`config.mk`:
```
export PLATFORM = sky130hd
export DESIGN_NAME = rdo_coordinator
export DESIGN_NICKNAME = d
export VERILOG_FILES = /design/src/rtl/rdo_coord_pkg.sv /design/src/rtl/rdo_frame_rx.sv /design/src/rtl/rdo_src_track.sv /design/src/rtl/rdo_coordinator.sv
export SDC_FILE = /design/constraint.sdc
export NUM_CORES = 1
export LEC_CHECK = 0
export BUFFER_PORTS_ARGS = -buffer_cell sky130_fd_sc_hd__buf_2
export CORE_AREA = 2 2 203 245
export DETAILED_ROUTE_END_ITERATION = 10
export DIE_AREA = 0 0 205 247
export GPL_TIMING_DRIVEN = 0
export PLACE_DENSITY_LB_ADDON = 0.3
export SKIP_CTS_REPAIR_TIMING = 1
export SYNTH_ARGS = -nofsm -noshare
export SYNTH_HDL_FRONTEND = slang
export SYNTH_SLANG_ARGS = --single-unit
export TNS_END_PERCENT = 30
```
`constraint.sdc`:
```
create_clock -name clk -period 2.8 [get_ports clk]
set_input_delay 0 -clock clk [delete_from_list [all_inputs] [get_ports clk]]
set_output_delay 0 -clock clk [all_outputs]
set_load 0.05 [all_outputs]
```
`src/rtl/rdo_coord_pkg.sv`:
```
package rdo_coord_pkg;
  typedef enum logic {PH_COLLECT, PH_RUN} phase_t;
  localparam int CODE_W = 2;
  localparam logic [CODE_W-1:0] READY_CODE = 2'b10;
endpackage

```
`src/rtl/rdo_frame_rx.sv`:
```
module rdo_frame_rx
  import rdo_coord_pkg::*;
#(
  parameter int LEN_W = 16
) (
  input  logic             clk,
  input  logic             rst_n,
  input  logic             line_i,
  output logic             rdy_evt_o,
  output logic [LEN_W-1:0] len_o
);
  localparam int PAY_W = CODE_W + LEN_W;
  localparam int CNT_W = $clog2(PAY_W + 1);

  logic [CNT_W-1:0] bit_q, bit_d;
  logic [PAY_W-1:0] sr_q, sr_d;
  logic             evt_q, evt_d;
  logic [LEN_W-1:0] len_q, len_d;

  always_comb begin
    bit_d = bit_q;
    sr_d  = sr_q;
    evt_d = 1'b0;
    len_d = len_q;
    if (bit_q == '0) begin
      if (line_i) bit_d = CNT_W'(1);
    end else begin
      sr_d = {line_i, sr_q[PAY_W-1:1]};
      if (bit_q == CNT_W'(PAY_W)) begin
        bit_d = '0;
        evt_d = (sr_d[CODE_W-1:0] == READY_CODE);
        len_d = sr_d[PAY_W-1:CODE_W];
      end else begin
        bit_d = bit_q + CNT_W'(1);
      end
    end
  end

  always_ff @(posedge clk or negedge rst_n) begin
    if (!rst_n) begin
      bit_q <= '0;
      sr_q  <= '0;
      evt_q <= 1'b0;
      len_q <= '0;
    end else begin
      bit_q <= bit_d;
      sr_q  <= sr_d;
      evt_q <= evt_d;
      len_q <= len_d;
    end
  end

  assign rdy_evt_o = evt_q;
  assign len_o     = len_q;
endmodule

```
`src/rtl/rdo_src_track.sv`:
```
module rdo_src_track #(
  parameter int LEN_W = 16
) (
  input  logic             clk,
  input  logic             rst_n,
  input  logic             en_i,
  input  logic             rdy_evt_i,
  input  logic [LEN_W-1:0] rdy_len_i,
  input  logic             word_stb_i,
  input  logic             run_i,
  input  logic             evt_end_i,
  input  logic             tmo_i,
  output logic             rdy_o,
  output logic             fin_o,
  output logic             len_err_o,
  output logic             proto_err_o
);
  logic             rdy_q, rdy_d;
  logic [LEN_W-1:0] len_q, len_d;
  logic [LEN_W-1:0] cnt_q, cnt_d;
  logic             lw_q, lw_d, pw_q, pw_d;
  logic             le_q, le_d, pe_q, pe_d;
  logic             fin;

  assign fin = !en_i || (rdy_q && (cnt_q == len_q));

  always_comb begin
    rdy_d = rdy_q;
    len_d = len_q;
    cnt_d = cnt_q;
    lw_d  = lw_q;
    pw_d  = pw_q;
    le_d  = le_q;
    pe_d  = pe_q;
    if (evt_end_i) begin
      le_d  = lw_q || (tmo_i && !fin);
      pe_d  = pw_q;
      rdy_d = 1'b0;
      cnt_d = '0;
      lw_d  = 1'b0;
      pw_d  = 1'b0;
    end else begin
      if (rdy_evt_i && en_i) begin
        if (rdy_q) begin
          pw_d = 1'b1;
        end else begin
          rdy_d = 1'b1;
          len_d = rdy_len_i;
        end
      end
      if (run_i && en_i && word_stb_i) begin
        if (fin) lw_d = 1'b1;
        else     cnt_d = cnt_q + LEN_W'(1);
      end
    end
  end

  always_ff @(posedge clk or negedge rst_n) begin
    if (!rst_n) begin
      rdy_q <= 1'b0;
      len_q <= '0;
      cnt_q <= '0;
      lw_q  <= 1'b0;
      pw_q  <= 1'b0;
      le_q  <= 1'b0;
      pe_q  <= 1'b0;
    end else begin
      rdy_q <= rdy_d;
      len_q <= len_d;
      cnt_q <= cnt_d;
      lw_q  <= lw_d;
      pw_q  <= pw_d;
      le_q  <= le_d;
      pe_q  <= pe_d;
    end
  end

  assign rdy_o       = rdy_q;
  assign fin_o       = fin;
  assign len_err_o   = le_q;
  assign proto_err_o = pe_q;
endmodule

```
`src/rtl/rdo_coordinator.sv`:
```
module rdo_coordinator
  import rdo_coord_pkg::*;
#(
  parameter int NSRC    = 8,
  parameter int LEN_W   = 16,
  parameter int TMO_CYC = 4096
) (
  input  logic            clk,
  input  logic            rst_n,
  input  logic [NSRC-1:0] src_en,
  input  logic [NSRC-1:0] rdy_ser,
  input  logic [NSRC-1:0] word_stb,
  output logic            start,
  output logic            busy,
  output logic            evt_done,
  output logic [NSRC-1:0] len_err,
  output logic [NSRC-1:0] proto_err
);
  localparam int TMR_W = $clog2(TMO_CYC + 1);

  phase_t            ph_q, ph_d;
  logic [TMR_W-1:0]  tmr_q, tmr_d;
  logic              start_q, start_d;
  logic              done_q, done_d;
  logic [NSRC-1:0]   rdy_vec, fin_vec;
  logic              all_rdy, run, tmo, evt_end;

  assign run     = (ph_q == PH_RUN);
  assign all_rdy = (&(rdy_vec | ~src_en)) && (|src_en);
  assign tmo     = run && (tmr_q == TMR_W'(TMO_CYC - 1));
  assign evt_end = run && ((&fin_vec) || tmo);

  for (genvar g = 0; g < NSRC; g++) begin : g_src
    logic             evt;
    logic [LEN_W-1:0] len;

    rdo_frame_rx #(.LEN_W(LEN_W)) u_rx (
      .clk       (clk),
      .rst_n     (rst_n),
      .line_i    (rdy_ser[g]),
      .rdy_evt_o (evt),
      .len_o     (len)
    );

    rdo_src_track #(.LEN_W(LEN_W)) u_trk (
      .clk         (clk),
      .rst_n       (rst_n),
      .en_i        (src_en[g]),
      .rdy_evt_i   (evt),
      .rdy_len_i   (len),
      .word_stb_i  (word_stb[g]),
      .run_i       (run),
      .evt_end_i   (evt_end),
      .tmo_i       (tmo),
      .rdy_o       (rdy_vec[g]),
      .fin_o       (fin_vec[g]),
      .len_err_o   (len_err[g]),
      .proto_err_o (proto_err[g])
    );
  end

  always_comb begin
    ph_d    = ph_q;
    tmr_d   = tmr_q;
    start_d = 1'b0;
    done_d  = 1'b0;
    if (run) begin
      tmr_d = tmr_q + TMR_W'(1);
      if (evt_end) begin
        ph_d   = PH_COLLECT;
        done_d = 1'b1;
      end
    end else if (all_rdy) begin
      ph_d    = PH_RUN;
      tmr_d   = '0;
      start_d = 1'b1;
    end
  end

  always_ff @(posedge clk or negedge rst_n) begin
    if (!rst_n) begin
      ph_q    <= PH_COLLECT;
      tmr_q   <= '0;
      start_q <= 1'b0;
      done_q  <= 1'b0;
    end else begin
      ph_q    <= ph_d;
      tmr_q   <= tmr_d;
      start_q <= start_d;
      done_q  <= done_d;
    end
  end

  assign start    = start_q;
  assign busy     = run;
  assign evt_done = done_q;
endmodule

```
; ---- Word level (Yosys, flattened, before mapping)
; Cells that the tools add are included.
[totals]
ff_bits = 632
inputBits = 26
out_inout_bits = 19
wordCells = 465
[classes]
n_addsub = 17
eq_ne = 41
muxes = 136
bitwise_logic = 19
n_reduce_logical = 160
[ops]
columns = operator, count
row1 = two-way mux 16 bit, 24
row2 = "adder 16 x 1 -> 16 bit, second input constant", 8
row3 = == test 16 bit, 8
row4 = two-way mux 5 bit, 24
row5 = two-way mux 1 bit, 86
row6 = nonzero test 2 bit, 33
row7 = AND reduction 2 bit, 32
row8 = logical AND 1 bit, 43
row9 = "adder 5 x 1 -> 5 bit, second input constant", 8
row10 = "== test 5 bit, second input constant", 8
row11 = logical NOT 5 bit, 8
row12 = "!= test 2 bit, second input constant", 16
row13 = two-way mux 13 bit, 2
row14 = AND reduction 3 bit, 8
row15 = logical OR 1 bit, 17
row16 = inverter 1 bit, 17
row17 = "== test 2 bit, second input constant", 8
row18 = logical NOT 1 bit, 16
row19 = AND reduction 8 bit, 2
row20 = "adder 13 x 1 -> 13 bit, second input constant", 1
row21 = "== test 13 x 12 -> 1 bit, second input constant", 1
row22 = inverter 8 bit, 1
row23 = bitwise OR 8 bit, 1
row24 = OR reduction 8 bit, 1

; ---- Longest topological paths before layout
; Gate-level depths: netlist of the first run.
[logic_depth]
depth_word = 8
ltp_mapped = 12
ltp_nobuf = 8

; ---- Cells and area by module
; A second synthesis of the first run with hierarchy kept.
[hier_totals]
hier_cells = 2237
hier_area_um2 = 28742.6
[by_module_without_submodules]
columns = mod, instances, cells_each, area_each_um2, seq_area_each_um2
row1 = rdo_src_track, 8, 167, 1894.3, 925.9
row2 = rdo_frame_rx, 8, 100, 1576.5, 975.9
row3 = rdo_coordinator, 1, 101, 975.9, 400.4

; ---- Worst setup path after synthesis of the first run
; OpenSTA, ideal clock, no wires.
[synth_timing]
path_type = register to register
start = register ph_q (netlist: busy)
end = register g_src[0].u_trk.len_q[10]
setup_ps = 125
arrival_time_ps = 2618
required_ps = 2675
path_slack_ps = 58
path_stages_with_launch = 10
period_less_slack_ps = 2742
cell_sequence = dfrtp_1 > nand4_1 > nor2_1 > nand4_1 > or3_1 > clkbuf_1 > clkbuf_1 > nand4b_1 > buf_2 > mux2_2
[synth_via]
elab_chain_len = 5
[synth_lines]
columns = item, line_no
row1 = start: declaration, rdo_coordinator.sv:21  ; phase_t ph_q, ph_d;
row2 = start signal: assignment, rdo_coordinator.sv:87  ; ph_q <= ph_d;
row3 = logical AND 1 bit, rdo_coordinator.sv:30  ; assign tmo = run && (tmr_q == TMR_W'(TMO_CYC - 1));
row4 = logical OR 1 bit, rdo_coordinator.sv:31  ; assign evt_end = run && ((&fin_vec) || tmo);
row5 = logical AND 1 bit (*), rdo_coordinator.sv:31
row6 = inverter 1 bit (no line) (*), n/a
row7 = AND reduction 3 bit (no line) (*), n/a
row8 = end signal: assignment, rdo_src_track.sv:69  ; len_q <= len_d;
row9 = end: declaration, rdo_src_track.sv:19  ; logic [LEN_W-1:0] len_q, len_d;
; Every way passes the cells marked *; elsewhere a longest branch is shown, timed or not.
; A chain may end at the register's enable or synchronous reset.

; ---- Worst setup path in the final report of the first run
[layout_timing]
start = register g_src[7].u_trk.cnt_q[4]
end = register g_src[4].u_trk.pe_q
[layout_via]
elab_chain_len = 6
[layout_lines]
columns = item, line_no
row1 = start: declaration, rdo_src_track.sv:20  ; logic [LEN_W-1:0] cnt_q, cnt_d;
row2 = start signal: assignment, rdo_src_track.sv:70  ; cnt_q <= cnt_d;
row3 = == test 16 bit, rdo_src_track.sv:25  ; assign fin = !en_i || (rdy_q && (cnt_q == len_q));
row4 = logical AND 1 bit, rdo_src_track.sv:25
row5 = logical OR 1 bit, rdo_src_track.sv:25
row6 = AND reduction 8 bit, rdo_coordinator.sv:31
row7 = logical OR 1 bit, rdo_coordinator.sv:31
row8 = logical AND 1 bit, rdo_coordinator.sv:31
row9 = end signal: assignment, rdo_src_track.sv:74  ; pe_q <= pe_d;
row10 = end: declaration, rdo_src_track.sv:22  ; logic le_q, le_d, pe_q, pe_d;
; No other way between the ends.

==> reports/summary.md, run 1 <==
The share of the synthesized area in the top cell type is 0.573. The clock passes through at most 3 buffers. For this block, the via count after detailed routing is 16700. For the internal power, the log shows 20.3 mW. The total count of max-transition violations in the final report is 0, and the post-layout net count is 2401. The final design utilization is 0.654.

The run gives 50600 µm² as the area of the die. The number of levels the H-tree was split into is 2. The final reports fail on setup timing. Final critical-path share of the clock period: 1.07. The tools report the endpoint of the most critical setup path as g_src[4].u_trk.proto_err_o$_DFFE_PN0P_.

In this run the horizontal extent of the chip is 205 µm. The number of global-route vias before repair is 17200, and the global-route wire length before repair is 87400 µm. Setup total negative slack on the finished layout was measured at -14640 ps. The first routing iteration left 840 violations. met2 is the most crowded layer. Summed over all instances, the cell type with the most area after synthesis is sky130_fd_sc_hd__dfrtp_1.

The most used flip-flop cell after synthesis is sky130_fd_sc_hd__dfrtp_1. The number of antenna violations at the first check in global routing is 2, and the required time at the worst-slack endpoint is 3290 ps. Summed over all cells, the static leakage comes to 14.5 nW. The share of total power in the clock network is 0.309, and the count of buffers inserted at the top-level ports is 41.

The share of synthesized registers carrying an async set or reset came out at 1.00. TritonCTS built the clock tree. The run gives -185 ps as the post-layout worst setup margin.

Leaving out fill and tap cells, the most frequent cells in the layout are 622 x sky130_fd_sc_hd__dfrtp_1, 390 x sky130_fd_sc_hd__mux2_2, 175 x sky130_fd_sc_hd__nor2_1. Walking the worst path, the cells encountered are xnor2_1 -> nand4_1 -> nor4_4 -> a21oi_2 -> nand4bb_1 -> buf_6 -> o31a_1 -> buf_6 -> clkinv_8 -> buf_12 -> mux2_1. The number of remaining DRC errors was 0. Counting distinct cell types in the post-synthesis netlist gives 49.

In this run, CTS created clock tree buffers numbering 60. The run gives 158 as the setup violation total in the final timing report. The detail route stage leaves a number of antenna-violating nets equal to 0.

The depth of the worst register-to-register path was 11. The met3 layer usage reported by global route came out at 0.0401. Final critical delay including setup and external delays: 2990 ps.

For the row count, the log shows 89. The number of top-level pins is 45. Dividing the detail-routed wire length by the instance count gives 17.9 µm. The ratio of routed vias to standard cells works out to 5.51.

Sequential fraction of the synthesis area: 0.573. After detailed placement, the total cell area comes to 28400 µm². For the number of nets in the synthesized netlist, the log shows 2235. The logs give 0.370 for the met2 capacity usage during global routing and 0 for the hold violation count in the final report. The sequential group share of total power was 0.489. Leaving out filler cells and counting taps, the final layout contains 3032. The total global routing track utilization was 0.214; the peak per-stage delay on the critical path was 440 ps. Die height: 247 µm. The finished cells cover 31800 µm². The run gives 0 as the synthesis warning total.

Dividing total power by cell area gives a power density of 891 nW/µm². The maximum number of pins on one net before global-route repair was 124. Clock root buffer: sky130_fd_sc_hd__clkbuf_16. The worst setup path is captured at a register. The net switching fraction of the power came out at 0.283.

The synthesized cell area was 27200 µm². In this run the critical register-to-register path is launched from g_src[7].u_trk.cnt_q[4]$_DFFE_PN0P_. Number of synthesized flops with an enable pin: 0. The share of post-route cells with drive strength above 1 was 0.288. The worst hold path belongs to the class in -> async. In this run the worst setup path begins at g_src[7].u_trk.cnt_q[4]$_DFFE_PN0P_. For this design, the slowest cell found on the critical path is sky130_fd_sc_hd__dfrtp_1. The setup slack on the worst flop-to-flop path was -190 ps. Leaving out fill and tap cells, the most frequent cell in the layout is sky130_fd_sc_hd__dfrtp_1.

Compared with the post-synthesis result, the final layout area differs by 16.6%. Setup repair after global routing could not meet its margin everywhere. Register clock-pin slew on the reported worst setup and hold paths: 60 ps. Final HPWL from detailed placement: 36300 µm. The average cell area after synthesis was 12.5 µm²; the net switching power was 8.01 mW. The portion of total power attributed to combinational logic was 0.201; the total congestion overflow was 0.

The pre-antenna-repair detailed-routing pass consisted of 5 iterations. In this run the critical register-to-register path is captured at g_src[4].u_trk.proto_err_o$_DFFE_PN0P_. Synthesis inferred 624 register bits. At the later pin of the worst-skew pair, clock insertion delay measures 630 ps.

The initial cell density of the core is 0.561. The flow ran to the end, but the final reports show violations. The peak fanout along the critical path works out to 7.

For the pin with the worst max-slew slack, the measured transition is 1050 ps. The met1 demand-to-capacity share in global routing is 0.275. For this run, the top clock speed supported by timing is 335 MHz. Total placed cells including tap cells: 2859.

The logs give 624 for the number of clock sinks and 0.290 for the max-slew headroom at the worst pin. Ranked by total cell area, the synthesized netlist is headed by sky130_fd_sc_hd__dfrtp_1 57%, sky130_fd_sc_hd__mux2_2 16%, sky130_fd_sc_hd__xnor2_1 4.6%. By startpoint and endpoint, the worst setup path is classified as reg -> reg. Routed wire length: 54200 µm.

Gate count of the mapped netlist: 2176. The most prevalent standard cell on the critical path was sky130_fd_sc_hd__buf_6. The core area is 48600 µm². Max-cap violations in this run came to 0. The congestion estimate from routability-driven global placement came to 0.827. The worst-case IR drop observed on VDD is 0.654 mV.

The tools report the worst endpoint data arrival time as 3470 ps. For the final worst clock skew, the log shows 29.9 ps. STA classifies the critical path startpoint as a register.
layer usage:
| metal | share of wire | vias to the layer above |
|---|---|---|
| met5 | 0.00013 | - |
| met1 | 0.42 | 8483 |
| met2 | 0.51 | 284 |
| li1 | - | 7849 |
| met3 | 0.040 | 98 |
| met4 | 0.027 | 2 |
power by group through the flow:
stage | logic, mW | clock network (mW) | registers (mW)
after detailed placement | 5.58 | 0 | 14.0
after global routing | 6.41 | 9.33 | 14.3
after CTS | 5.63 | 8.96 | 13.9
after global placement | 5.24 | 0 | 13.9
final | 5.71 | 8.76 | 13.9
after floorplan | 4.54 | 0 | 13.2
synthesized netlist by cell type (2+ instances only):
master / count
sky130_fd_sc_hd__a21oi_1: 34
sky130_fd_sc_hd__a31oi_1: 8
sky130_fd_sc_hd__a32o_1: 8
sky130_fd_sc_hd__and2_1: 6
sky130_fd_sc_hd__and3_1: 22
sky130_fd_sc_hd__and3b_1: 8
sky130_fd_sc_hd__and4_1: 16
sky130_fd_sc_hd__buf_2: 10
sky130_fd_sc_hd__buf_4: 25
sky130_fd_sc_hd__buf_6: 8
sky130_fd_sc_hd__clkbuf_1: 40
sky130_fd_sc_hd__dfrtp_1: 624
sky130_fd_sc_hd__ha_1: 33
sky130_fd_sc_hd__inv_1: 72
sky130_fd_sc_hd__mux2_2: 392
sky130_fd_sc_hd__mux2i_1: 8
sky130_fd_sc_hd__nand2_1: 79
sky130_fd_sc_hd__nand2b_1: 8
sky130_fd_sc_hd__nand3_1: 49
sky130_fd_sc_hd__nand4_1: 20
sky130_fd_sc_hd__nand4b_1: 7
sky130_fd_sc_hd__nor2_1: 224
sky130_fd_sc_hd__nor2b_1: 6
sky130_fd_sc_hd__nor3_1: 54
sky130_fd_sc_hd__nor3b_1: 7
sky130_fd_sc_hd__nor4_1: 31
sky130_fd_sc_hd__nor4b_1: 8
sky130_fd_sc_hd__o2111ai_1: 11
sky130_fd_sc_hd__o211ai_1: 13
sky130_fd_sc_hd__o21a_1: 2
sky130_fd_sc_hd__o21ai_0: 34
sky130_fd_sc_hd__o22ai_1: 3
sky130_fd_sc_hd__o311ai_0: 8
sky130_fd_sc_hd__o31ai_1: 9
sky130_fd_sc_hd__or2_2: 6
sky130_fd_sc_hd__or3_1: 5
sky130_fd_sc_hd__xnor2_1: 143
sky130_fd_sc_hd__xor2_1: 124
worst min path at each step:
stage	from	endpoint	slack, ps	cells past startpoint
after global placement	rdy_ser[4]	g_src[4].u_rx.bit_q[0]$_DFFE_PN0P_	260	3
final	rst_n	g_src[0].u_rx.sr_q[17]$_DFFE_PN0P_	10	2
after floorplan	rst_n	busy$_DFF_PN0_	-300	0
after global routing	word_stb[6]	g_src[6].u_trk.lw_q$_DFFE_PN0P_	8	4
after CTS	rst_n	g_src[0].u_rx.sr_q[17]$_DFFE_PN0P_	-580	1
after detailed placement	rst_n	g_src[0].u_rx.sr_q[17]$_DFFE_PN0P_	90	1
stage by stage:
step / total power, mW / hold slack, ps / setup slack (ps)
finish: 28.3 / 13.8 / -185
global placement: 19.1 / 259 / -10820
global route: 30.0 / 7.66 / -287
detailed placement: 19.6 / 91.3 / -507
floorplan: 17.8 / -296 / 57.5
CTS: 28.5 / -583 / -555
sequential cells by signal, summed over array words and instances (netlist names):
register / flops
g_src.u_trk.rdy_o: 8
g_src.u_trk.cnt_q: 128
start: 1
tmr_q: 13
g_src.u_trk.len_err_o: 8
g_src.u_trk.pw_q: 8
g_src.u_trk.proto_err_o: 8
g_src.u_rx.len_o: 128
evt_done: 1
g_src.u_rx.sr_q: 136
g_src.u_rx.bit_q: 40
g_src.u_rx.rdy_evt_o: 8
busy: 1
g_src.u_trk.lw_q: 8
g_src.u_trk.len_q: 128
kinds of logic after synthesis:
kind of cell / count (synthesis) / share of synthesized area
AOI/OAI and AO/OA: 136 / 0.0326
xor gates and xnor gates: 267 / 0.0858
adders and majority gates: 33 / 0.0152
buffers and inverters: 156 / 0.0278
DFF: 624 / 0.573
muxes: 401 / 0.165
and+or+nand+nor: 559 / 0.100
critical path, delay by kind of cell (launching register included):
kind	cells	cell delay, ps
mux	1	320
xor+xnor	1	300
compound gates	2	480
flops	1	440
simple gates	3	790
buf+inv	4	500
area by class of cell:
type                       instances  area, µm²
multi-input combinational       1396      11200
clock inverter                    32        430
sequential                       624      15600
buffer                            83        658
fill                            3568      16800
tap                              637        797
clock buffer                      82       1750
inverter                          73        287
timing repair buffer             104       1010
antenna                            1       2.50
(Power assumes the default switching activity.)
==> inputs of run 2 (changes only) <==
--- a/config.mk
+++ b/config.mk
@@ -5,7 +5,7 @@
 export SDC_FILE = /design/constraint.sdc
 export NUM_CORES = 1
 export LEC_CHECK = 0
-export BUFFER_PORTS_ARGS = -buffer_cell sky130_fd_sc_hd__buf_2
+export BUFFER_PORTS_ARGS = -buffer_cell sky130_fd_sc_hd__clkbuf_2
 export CORE_AREA = 2 2 203 245
 export DETAILED_ROUTE_END_ITERATION = 10
 export DIE_AREA = 0 0 205 247
==> run 2 against run 1 <==
Effect of this change: sequential power about the same; the flow finishes with violations (hold timing, setup timing); highest routed layer unchanged; count of clock-buffer cells in the layout grew 9; critical path depth unchanged; fmax grew 6.6%; hold slack worse by 16 ps; cell count grew 0.59%; register-to-register slack better by 180 ps.
==> reports/summary.md, run 2 (same netlist as run 1, synthesis figures left out) <==
For this run, the top clock speed supported by timing is 357 MHz. In this run the power density over the cells is 896 nW/µm². In the layout the commonest cells are 614 x sky130_fd_sc_hd__dfrtp_1, 387 x sky130_fd_sc_hd__mux2_2, 222 x sky130_fd_sc_hd__nor2_1. The initial cell density of the core was 0.561; the clock buffer count from CTS was 59. The clock reaches the later pin of the worst-skew pair after 620 ps. The number of clock sinks was 624. Entering global routing, the biggest net connects 124 pins. The final reports fail on hold timing, setup timing.

The run gives 50600 µm² as the area of the die. Final HPWL from detailed placement: 36000 µm. The run gives 3 as the number of antenna violations at the first check in global routing. The worst hold path belongs to the class in -> reg.

Kind of cell adding the most delay to the critical path: simple AND/OR/NAND/NOR gates. Hold violation count in the final report: 1. Max-cap violations in this run came to 0. Once layout is complete, the cells apart from fillers number 3050. Counting both buffers and inverters, the worst setup path holds a total of 4.

During placement, the flow inserted port buffers numbering 41. The final critical-path share of the clock period came out at 1.00. The post-route total power was 28.2 mW; the post-layout worst setup margin was -0.620 ps. In the final routed layout, each cell accounts on average for 17.5 µm.

The peak per-stage delay on the critical path was 430 ps; the routed via count was 16800. The remaining antenna violation count was 0; the internal power was 20.3 mW. For the total placed cells including tap cells, the log shows 2859. The worst setup path is of the reg -> reg kind. Overall die width: 205 µm.

The run gives 17200 as the number of global-route vias before repair. The critical path goes through xor2_1 -> nor4_2 -> nand4_1 -> o21ai_2 -> nand4bb_1 -> buf_6 -> o31a_1 -> buf_6 -> clkinv_8 -> buf_12 -> mux2_4. STA classifies the critical path endpoint as a register. The die is 247 µm tall.

CTS placed an instance of sky130_fd_sc_hd__clkbuf_16 at the clock tree root. The peak fanout along the critical path came out at 7. In the final timing run, aggregate negative setup slack is -0.620 ps. The register name with the most flops was g_src.u_rx.sr_q. The post-route worst hold slack is -2.30 ps, and the slew at the pin with the worst max-slew slack is 1060 ps.

The area growth from synthesis to layout is 15.4%. Summed over all nets, the switching power comes to 7.92 mW. The logs give 89 for the row count and 872 for the number of DRC markers in iteration 0. For this run, design rule violations remaining after detail routing come to 0. The run gives 0.213 as the total global routing track utilization. The share of post-route cells with drive strength above 1 is 0.280, and the final worst clock skew is 18.5 ps. At the placement stage, the worst setup path has a slack of -592 ps. Dividing the detail-routed via count by the number of cells gives 5.49. Global routing finished with a remaining overflow of 0. The setup violation total in the final timing report was 1.

The startpoint kind of the worst setup timing path was a register. CTS built an H-tree with a depth of 2. STA puts the critical path data required time at 3290 ps. The sequential group share of total power was 0.492; the register clock-pin slew on the reported worst setup and hold paths was 60 ps. The analysis attributes to cell leakage a power of 14.5 nW. Leaving out fill and tap cells, the most frequent cell in the layout is sky130_fd_sc_hd__dfrtp_1.

The flow ran to the end, but the final reports show violations. The tools report the share of total power in the clock network as 0.304. The net switching fraction of the power came out at 0.281.

Among the stages of the critical path, the cell type that occurs most often is sky130_fd_sc_hd__buf_6. The worst endpoint data arrival time was 3300 ps. IR analysis of the VDD net gives a maximum drop of 0.657 mV. The portion of total power attributed to combinational logic was 0.205; the maximum buffer depth of the clock tree was 3. The flip-flop count of the largest register, all copies and words added was 136; the final critical delay including setup and external delays was 2800 ps. For the max-slew headroom at the worst pin, the log shows 0.282. During I/O placement, the number of pins put on the boundary was 45.

The total count of max-transition violations in the final report is 0. TritonCTS built the clock tree. The net count of the finished layout is 2422. The routability-driven placement congestion ratio was 0.828. The core area was 48600 µm²; the routed wire length was 53200 µm.

Setup repair after global routing could not meet its margin everywhere. For this run, the detailed router's first-pass iteration total came to 7. The largest individual stage delay along the critical path comes from the cell sky130_fd_sc_hd__dfrtp_1. The first global-routing pass estimated 86900 µm of wire.
==> run 2: cell types whose count changed in the layout (fill, tap and decap cells not counted), sizes merged <==
cell | before | now
clkbuf | 131 | 171
clkinv | 18 | 10
clkinvlp | 2 | 1
bufinv | 10 | 8
inv | 75 | 73
buf | 115 | 106
==> run 2: metrics by stage <==
step	util	hold slack, ps	area (µm²)
global route	0.647	32.2	31400
global placement	0.582	262	28200
floorplan	-	-296	27200
detailed placement	0.585	129	28400
finish	0.647	-2.30	31400
CTS	0.628	-531	30500
==> run 2: worst register-to-register path: cells and delay by family, from the launching register on <==
family	cells	cell delay, ps
AND/OR/NAND/NOR	3	750
AO/OA/AOI/OAI	2	550
buffers and inverters	4	490
flip-flops	1	430
multiplexers	1	300
XOR/XNOR	1	180
==> run 2: layer usage <==
layer | routed length, µm | track usage | up-vias
met4 | 1290 | 0.0722 | 2
met5 | 13 | 0 | -
met2 | 27000 | 0.363 | 312
met1 | 22700 | 0.275 | 8489
met3 | 2200 | 0.0376 | 81
li1 | - | - | 7870
==> run 2: worst paths after layout <==
kind,from,endpoint,slack [ps],cells after the start
max,g_src[4].u_trk.cnt_q[1]$_DFFE_PN0P_,g_src[4].u_trk.proto_err_o$_DFFE_PN0P_,-0.6,11
min,word_stb[3],g_src[3].u_trk.lw_q$_DFFE_PN0P_,-2,4
max reg2reg,g_src[4].u_trk.cnt_q[1]$_DFFE_PN0P_,g_src[4].u_trk.proto_err_o$_DFFE_PN0P_,-0.6,11
min reg2reg,g_src[1].u_trk.pw_q$_DFFE_PN0P_,g_src[1].u_trk.pw_q$_DFFE_PN0P_,490,2
max in group asynchronous,rst_n,g_src[7].u_rx.len_o[13]$_DFFE_PN0P_,900,5
min in group asynchronous,rst_n,g_src[0].u_rx.bit_q[0]$_DFFE_PN0P_,20,2
==> run 2: cell type report <==
type                    count  area, µm²
diodes                      1       2.50
repair buffers            127       1040
multi-input cells        1396      11000
clock buffers              91       1810
flip-flops and latches    624      15600
inverters                  73        287
well taps                 637        797
plain buffers              82        548
fillers                  3656      17100
clock inverters            19        302
==> run 2: power groups by stage <==
| stage | sequential (mW) | combinational, mW | clock (mW) |
|---|---|---|---|
| 2_1_floorplan | 13.2 | 4.54 | 0 |
| 6_report | 13.9 | 5.76 | 8.56 |
| 3_5_place_dp | 14.0 | 5.57 | 0 |
| 5_1_grt | 14.3 | 6.46 | 9.09 |
| 3_3_place_gp | 13.9 | 5.23 | 0 |
| 4_1_cts | 13.9 | 5.62 | 8.74 |
